[config.mk]
export PLATFORM = sky130hd
export DESIGN_NAME = vpd_frame_ctl
export DESIGN_NICKNAME = d
export VERILOG_FILES = /design/src/rtl/vpd_pkg.sv /design/src/rtl/vpd_ctrl.sv /design/src/rtl/vpd_path.sv /design/src/rtl/vpd_frame_ctl.sv
export SDC_FILE = /design/constraint.sdc
export NUM_CORES = 1
export LEC_CHECK = 0
export BUFFER_PORTS_ARGS = -buffer_cell sky130_fd_sc_hd__buf_2
export CAP_MARGIN = 20
export CORE_AREA = 2 2 125 127
export CTS_CLUSTER_SIZE = 16
export DETAILED_ROUTE_END_ITERATION = 10
export DIE_AREA = 0 0 127 129
export PLACE_DENSITY_LB_ADDON = 0.25
export SLEW_MARGIN = 20
export SYNTH_ARGS = -nofsm -noshare
export SYNTH_HDL_FRONTEND = slang
export SYNTH_SLANG_ARGS = --single-unit
[constraint.sdc]
create_clock -name clk -period 2.85 [get_ports clk]
set_input_delay 0.57 -clock clk [delete_from_list [all_inputs] [get_ports clk]]
set_output_delay 0.57 -clock clk [all_outputs]
set_load 0.005 [all_outputs]
[src/rtl/vpd_pkg.sv]
package vpd_pkg;
  localparam int LANES = 2;

  typedef enum logic [1:0] {
    TOPO_NORMAL = 2'd0,
    TOPO_B2B    = 2'd1,
    TOPO_EXT    = 2'd2,
    TOPO_RSVD   = 2'd3
  } topo_e;

  typedef struct packed {
    logic  muteSend;
    logic  muteRecv;
    logic  bypass;
    logic  adaptOff;
    topo_e topo;
  } ctlBits_t;

  typedef struct packed {
    logic advance;
    logic flush;
    logic clear;
  } strobe_t;

  typedef enum logic [1:0] {
    ST_PWRDN = 2'd0,
    ST_ARM   = 2'd1,
    ST_INIT  = 2'd2,
    ST_RUN   = 2'd3
  } pstate_e;
endpackage

[src/rtl/vpd_ctrl.sv]
module vpd_ctrl
  import vpd_pkg::*;
#(
  parameter int W      = 8,
  parameter int NUM_TS = 2
) (
  input  logic              clk,
  input  logic              rstN,
  input  logic              pwrDnN,
  input  logic              framePulse,
  input  logic              cfgWe,
  input  ctlBits_t          cfgBits,
  input  logic [W-1:0]      cfgQuiet,
  output strobe_t           strb,
  output ctlBits_t          actBits,
  output logic [W-1:0]      actQuiet,
  output logic              running,
  output logic              fpOutN,
  output logic [NUM_TS-1:0] tsOutN
);
  localparam ctlBits_t DEF_BITS = ctlBits_t'('0);
  localparam int SR_LEN = NUM_TS + 1;

  pstate_e           state, stateNext;
  ctlBits_t          regBits;
  logic [W-1:0]      regQuiet;
  logic [SR_LEN-1:0] pulseSr;
  logic              initLike;

  assign initLike     = pwrDnN && (state == ST_ARM || state == ST_INIT);
  assign running      = pwrDnN && (state == ST_RUN);
  assign strb.advance = running && framePulse;
  assign strb.flush   = strb.advance && (regBits.bypass != actBits.bypass);
  assign strb.clear   = initLike;

  always_comb begin
    stateNext = state;
    if (!pwrDnN) stateNext = ST_PWRDN;
    else begin
      unique case (state)
        ST_PWRDN: stateNext = ST_ARM;
        ST_ARM:   if (framePulse) stateNext = ST_INIT;
        ST_INIT:  if (framePulse) stateNext = ST_RUN;
        default:  stateNext = ST_RUN;
      endcase
    end
  end

  always_ff @(posedge clk or negedge rstN) begin
    if (!rstN) begin
      state    <= ST_ARM;
      regBits  <= DEF_BITS;
      regQuiet <= '0;
      actBits  <= DEF_BITS;
      actQuiet <= '0;
    end else begin
      state <= stateNext;
      if (initLike) begin
        regBits  <= DEF_BITS;
        regQuiet <= '0;
        actBits  <= DEF_BITS;
        actQuiet <= '0;
      end else if (running) begin
        if (strb.advance) begin
          actBits  <= regBits;
          actQuiet <= regQuiet;
        end
        if (cfgWe) begin
          regBits  <= cfgBits;
          regQuiet <= cfgQuiet;
        end
      end
    end
  end

  always_ff @(posedge clk or negedge rstN) begin
    if (!rstN) pulseSr <= '0;
    else if (running) pulseSr <= {pulseSr[SR_LEN-2:0], strb.advance};
    else if (initLike) pulseSr <= '0;
  end

  assign fpOutN = !(running && pulseSr[0]);
  for (genvar i = 0; i < NUM_TS; i++) begin : gTs
    assign tsOutN[i] = !(running && pulseSr[i+1]);
  end

  // a low power-down input freezes every setting
  assert_pd_freeze_R8: assert property (@(posedge clk) disable iff (!rstN)
    !pwrDnN |=> ($stable(actBits) && $stable(regBits) && $stable(actQuiet)));

  // in run, active settings only move at a frame pulse
  assert_cfg_frame_R6: assert property (@(posedge clk) disable iff (!rstN)
    (state == ST_RUN && !strb.advance) |=> ($stable(actBits) && $stable(actQuiet)));
endmodule

[src/rtl/vpd_path.sv]
module vpd_path
  import vpd_pkg::*;
#(
  parameter int W  = 8,
  parameter int SW = 4
) (
  input  logic                  clk,
  input  logic                  rstN,
  input  strobe_t               strb,
  input  ctlBits_t              actBits,
  input  logic [W-1:0]          actQuiet,
  input  logic [LANES-1:0][W-1:0] rxIn,
  input  logic [LANES-1:0][W-1:0] txIn,
  input  logic [LANES-1:0][W-1:0] coreRes,
  input  logic [SW-1:0]         sideIn,
  output logic [LANES-1:0][W-1:0] rxOut,
  output logic [LANES-1:0][W-1:0] txOut,
  output logic [LANES-1:0][W-1:0] coreRef,
  output logic [LANES-1:0][W-1:0] coreSig,
  output logic [SW-1:0]         sideOut
);
  logic [LANES-1:0][W-1:0] rxStage, txStage, txMid, rxOutR, txOutR;
  logic [LANES-1:0][W-1:0] sendProc, recvVal;
  logic [LANES-1:0]        laneUsed;
  logic [SW-1:0]           sideR;
  logic                    isB2B, isExt;

  assign isB2B = (actBits.topo == TOPO_B2B);
  assign isExt = (actBits.topo == TOPO_EXT);

  for (genvar l = 0; l < LANES; l++) begin : gUse
    if (l == 0) begin : gFirst
      assign laneUsed[l] = 1'b1;
    end else begin : gOther
      assign laneUsed[l] = !(isB2B || isExt);
    end
  end

  always_comb begin
    coreRef  = rxStage;
    coreSig  = txStage;
    sendProc = coreRes;
    recvVal  = rxStage;
    if (isB2B) begin
      coreRef[1] = txStage[0];
      coreSig[1] = rxStage[0];
      if (!actBits.bypass) recvVal[0] = coreRes[1];
    end else if (isExt) begin
      coreRef[1]  = rxStage[0];
      coreSig[1]  = coreRes[0];
      sendProc[0] = coreRes[1];
    end
  end

  always_ff @(posedge clk or negedge rstN) begin
    if (!rstN) begin
      rxStage <= '0; txStage <= '0; txMid <= '0;
      rxOutR  <= '0; txOutR  <= '0; sideR <= '0;
    end else if (strb.clear) begin
      rxStage <= '0; txStage <= '0; txMid <= '0;
      rxOutR  <= '0; txOutR  <= '0; sideR <= '0;
    end else if (strb.advance) begin
      sideR <= sideIn;
      for (int l = 0; l < LANES; l++) begin
        rxStage[l] <= strb.flush ? actQuiet : rxIn[l];
        txStage[l] <= strb.flush ? actQuiet : txIn[l];
        txMid[l]   <= (strb.flush || !laneUsed[l]) ? actQuiet : sendProc[l];
        rxOutR[l]  <= (strb.flush || !laneUsed[l] || actBits.muteRecv) ? actQuiet : recvVal[l];
        txOutR[l]  <= (strb.flush || !laneUsed[l] || actBits.muteSend) ? actQuiet
                      : (actBits.bypass ? txStage[l] : txMid[l]);
      end
    end
  end

  assign rxOut   = rxOutR;
  assign txOut   = txOutR;
  assign sideOut = sideR;

  // outputs and stages hold between frame pulses
  assert_hold_between_R1: assert property (@(posedge clk) disable iff (!rstN)
    (!strb.advance && !strb.clear) |=> ($stable(rxOutR) && $stable(txOutR) && $stable(txMid)
                                       && $stable(rxStage) && $stable(txStage)));

  // a bypass change leaves the quiet code everywhere
  assert_flush_quiet_R4: assert property (@(posedge clk) disable iff (!rstN)
    strb.flush |=> (rxOutR[0] == $past(actQuiet) && txOutR[0] == $past(actQuiet)
                    && txStage[0] == $past(actQuiet) && rxStage[0] == $past(actQuiet)));
endmodule

[src/rtl/vpd_frame_ctl.sv]
module vpd_frame_ctl
  import vpd_pkg::*;
#(
  parameter int W       = 8,
  parameter int SW      = 4,
  parameter int TS_OUTS = 2
) (
  input  logic                 clk,
  input  logic                 rstN,
  input  logic                 pwrDnN,
  input  logic                 framePulse,
  input  logic                 cfgWe,
  input  logic                 cfgMuteSend,
  input  logic                 cfgMuteRecv,
  input  logic                 cfgBypass,
  input  logic                 cfgAdaptOff,
  input  logic [1:0]           cfgTopo,
  input  logic [W-1:0]         cfgQuiet,
  input  logic [LANES*W-1:0]   rxIn,
  input  logic [LANES*W-1:0]   txIn,
  input  logic [SW-1:0]        sideIn,
  input  logic [LANES*W-1:0]   coreRes,
  output logic [LANES*W-1:0]   rxOut,
  output logic [LANES*W-1:0]   txOut,
  output logic [SW-1:0]        sideOut,
  output logic                 dataOe,
  output logic                 fpOutN,
  output logic [TS_OUTS-1:0]   tsOutN,
  output logic [LANES*W-1:0]   coreRef,
  output logic [LANES*W-1:0]   coreSig,
  output logic                 coreAdaptOff
);
  ctlBits_t cfgBits, actBits;
  strobe_t  strb;
  logic [W-1:0] actQuiet;
  logic running;
  logic [LANES-1:0][W-1:0] rxArr, txArr, resArr, rxOutArr, txOutArr, refArr, sigArr;

  assign cfgBits = '{muteSend: cfgMuteSend, muteRecv: cfgMuteRecv, bypass: cfgBypass,
                     adaptOff: cfgAdaptOff, topo: topo_e'(cfgTopo)};
  assign rxArr  = rxIn;
  assign txArr  = txIn;
  assign resArr = coreRes;

  vpd_ctrl #(.W(W), .NUM_TS(TS_OUTS)) uCtrl (
    .clk(clk), .rstN(rstN), .pwrDnN(pwrDnN), .framePulse(framePulse),
    .cfgWe(cfgWe), .cfgBits(cfgBits), .cfgQuiet(cfgQuiet),
    .strb(strb), .actBits(actBits), .actQuiet(actQuiet), .running(running),
    .fpOutN(fpOutN), .tsOutN(tsOutN)
  );

  vpd_path #(.W(W), .SW(SW)) uPath (
    .clk(clk), .rstN(rstN), .strb(strb), .actBits(actBits), .actQuiet(actQuiet),
    .rxIn(rxArr), .txIn(txArr), .coreRes(resArr), .sideIn(sideIn),
    .rxOut(rxOutArr), .txOut(txOutArr), .coreRef(refArr), .coreSig(sigArr),
    .sideOut(sideOut)
  );

  assign rxOut        = rxOutArr;
  assign txOut        = txOutArr;
  assign coreRef      = refArr;
  assign coreSig      = sigArr;
  assign dataOe       = running;
  assign coreAdaptOff = actBits.adaptOff;

  // strobes stay idle whenever the outputs are disabled
  assert_strobe_idle_R12: assert property (@(posedge clk) disable iff (!rstN)
    !dataOe |-> (fpOutN && (&tsOutN)));
endmodule

==> metrics.cfg <==
[logic_synthesis]
synth_top_family_by_area=compound AO/OA/AOI/OAI gates
synth_area_leader_cell=dfrtp_1
synthXorXnorAreaFrac_pct=0.463
synth-simple-area-share_pct=13.1
yosys_warnings=0
synth_nets=684
yosysSeqAreaShare_pct=49.3
muxShareOfSynthArea_pct=12.5
syn_avg_cell_area_um2=9.81
synth_compound_area_share_pct=18.0
syn_inst=606
yosysUniqueCellTypes=33
yosys.area.top_type_share_pct=48.9
synthTopCellsByArea=dfrtp_1, mux2i_1, nand2_1
synth_fa_ha_area_share_pct=1.47
ys_ff_latch=117
synth_area_um2=5940

[clock_tree]
htree_num_levels=4
cts-resized-gates=0
clk_pin_slew_ps=60
clkLatencyLatePin_ps=430
root_buffer=clkbuf_16
cts_setup_buffers=0
cts_tree=built
cts_sinks=117
clk_path_buf_depth=2
cts_made_buffers=17
postCtsHoldBufs=0

[layout]
final_util_pct=49.3
area_delta_synth_final_pct=24.2
finalNetCount=809
drive_above_1_share_pct=30.4
layout_commonest_cell=buf_2
num_antenna_cells=0
fin_cells=932
layout_common_cells=buf_2, nand2_1, dfrtp_1, o21ai_0, mux2i_1

[placement]
port_buffers=143
gp_congestion=0.868
detailed_place_hpwl_mm=12.9
placedCellCount=900

[floorplan]
pin_count=144
start_util_pct=39.7
die_h_um=129
die-area_um2=16400
num_rows=45
die_w_um=127
core_um2=15000

[critical_path]
r2r_setup_slack_ps=470
worstSetupPathType=reg2out
worstPathCellList=inv_1 > ha_1 > buf_4 > mux2i_1 > o21ai_0 > buf_2
rr_endpoint=uPath.txMid[1]
crit_required_ps=2280
r2r_cells=6
startpoint_type=register
critPathMaxFanout=8
r2r-start=uCtrl.state[0]
cp_slowest_stage_delay_ps=390
worstPathArrival_ps=2000
critPathCaptureType=output pin
crit_start=uCtrl.actBits[0]
cpMaxStageDelayCell=dfrtp_1

[timing]
hold_viol=0
fin_setup_tns_ps=0
rsz0062_at_grt=false
period_minus_slack_ps=2570
fin_skew_ps=18.4
max_freq_mhz=389
period_share_pct=90.1
drv_slew=0
whs_ps=200
tightest_slew_ps=826
maxSlewHeadroom_pct=45.0
finalSetupViolCount=0

[global_route]
grt_usage_pct=22.8
antenna_found_initial=0
grt_pass1_vias=4885
grt_first_pass_wirelength_mm=28.1
grt_max_degree=118
overflow=0

[routing]
routedWlPerCell_um=19.5
drc=0
antenna_left=0
dr.pass1.iters=7
drt-initial-drc-count=452
vias=5129
routed_wl_mm=18.2
via_per_inst=5.50

[power]
p_leak_nw=3.36
power_mw=4.70
powerDensity_nw_per_um2=636
peakVddDrop_mv=0.351

[min_path]
hold_class=in2async

[flow_run]
max_cap_violations=0

[status]
status=finished clean

-- Yosys cell counts (all sizes together) --
cell type	instances
a21o	1
a21oi	54
a22o	18
and2	2
and3	1
buf	25
clkbuf	30
dfrtp	116
dfstp	1
ha	7
inv	4
mux2	16
mux2i	56
nand2	137
nand3	17
nor2	2
nor2b	4
nor3b	8
o211a	2
o21ai	83
o21bai	3
o311ai	16
or2	2
xnor2	1
-- power by group --
group / internal [mW] / switching (mW) / leakage, nW
clock: 1.45 / 0.776 / 0.295
sequential: 1.77 / 0.101 / 1.62
combinational: 0.225 / 0.376 / 1.45
total: 3.44 / 1.25 / 3.36
-- logic make-up (layout without fill, tap and decap cells) --
| logic type | Yosys count | in the layout |
|---|---|---|
| and+or+nand+nor | 173 | 173 |
| buffers and inverters | 59 | 197 |
| muxes | 72 | 72 |
| xor gates and xnor gates | 1 | 1 |
| DFF | 117 | 117 |
| adders and majority gates | 7 | 7 |
| AOI/OAI and AO/OA | 177 | 177 |
-- layer usage --
metal | track usage, % | up-vias | part of all wire, % | routed length, um
li1 | - | 2382 | - | -
met1 | 31.6 | 2514 | 45 | 8260
met2 | 35.1 | 212 | 47 | 8530
met3 | 5.65 | 21 | 6.0 | 1100
met4 | 7.95 | 0 | 1.8 | 331
met5 | 0 | - | 0 | 0
-- how the worst max path moves through the flow --
stage / to / slack (ps) / cells past startpoint
after global routing: coreRef[8] / 260 / 6
after detailed placement: uPath.recvVal[10] / 490 / 6
final: coreRef[8] / 280 / 6
after global placement: uPath.txMid[2] / 600 / 6
after floorplan: uPath.coreSig[3] / 930 / 8
after CTS: coreRef[8] / 310 / 6
-- flip-flops by register name, indices dropped and copies added (netlist names) --
name	flops
uPath.txMid	16
uCtrl.actQuiet	8
uPath.txOut	16
uPath.rxOut	16
uPath.coreSig	8
uCtrl.regBits	6
uCtrl.regQuiet	8
uPath.txStage	8
uPath.coreRef	8
uCtrl.actBits	6
uPath.sideOut	4
uCtrl.pulseSr	3
uPath.recvVal	8
uCtrl.state	2
-- area by class of cell --
type	count	area, um^2
Fill cell	1403	7600
Sequential cell	117	2930
Multi-Input combinational cell	430	2710
Timing Repair Buffer	161	878
Clock buffer	18	429
Tap cell	188	235
Clock inverter	14	185
Inverter	4	15.0
-- worst max-delay path, delay by kind of cell, from the launching register on --
kind,cells,cell delay [ps]
buffers and inverters,3,450
AO/OA/AOI/OAI,1,370
multiplexers,1,120
flip-flops,1,390
adder cells (fa/ha/maj),1,220
-- per-stage QoR --
stage / instance area (um^2) / setup slack (ps)
floorplan: 5940 / 927
global placement: 6770 / 601
detailed placement: 6770 / 495
CTS: 7380 / 310
global route: 7380 / 260
finish: 7380 / 281
(Power assumes the default switching activity.)
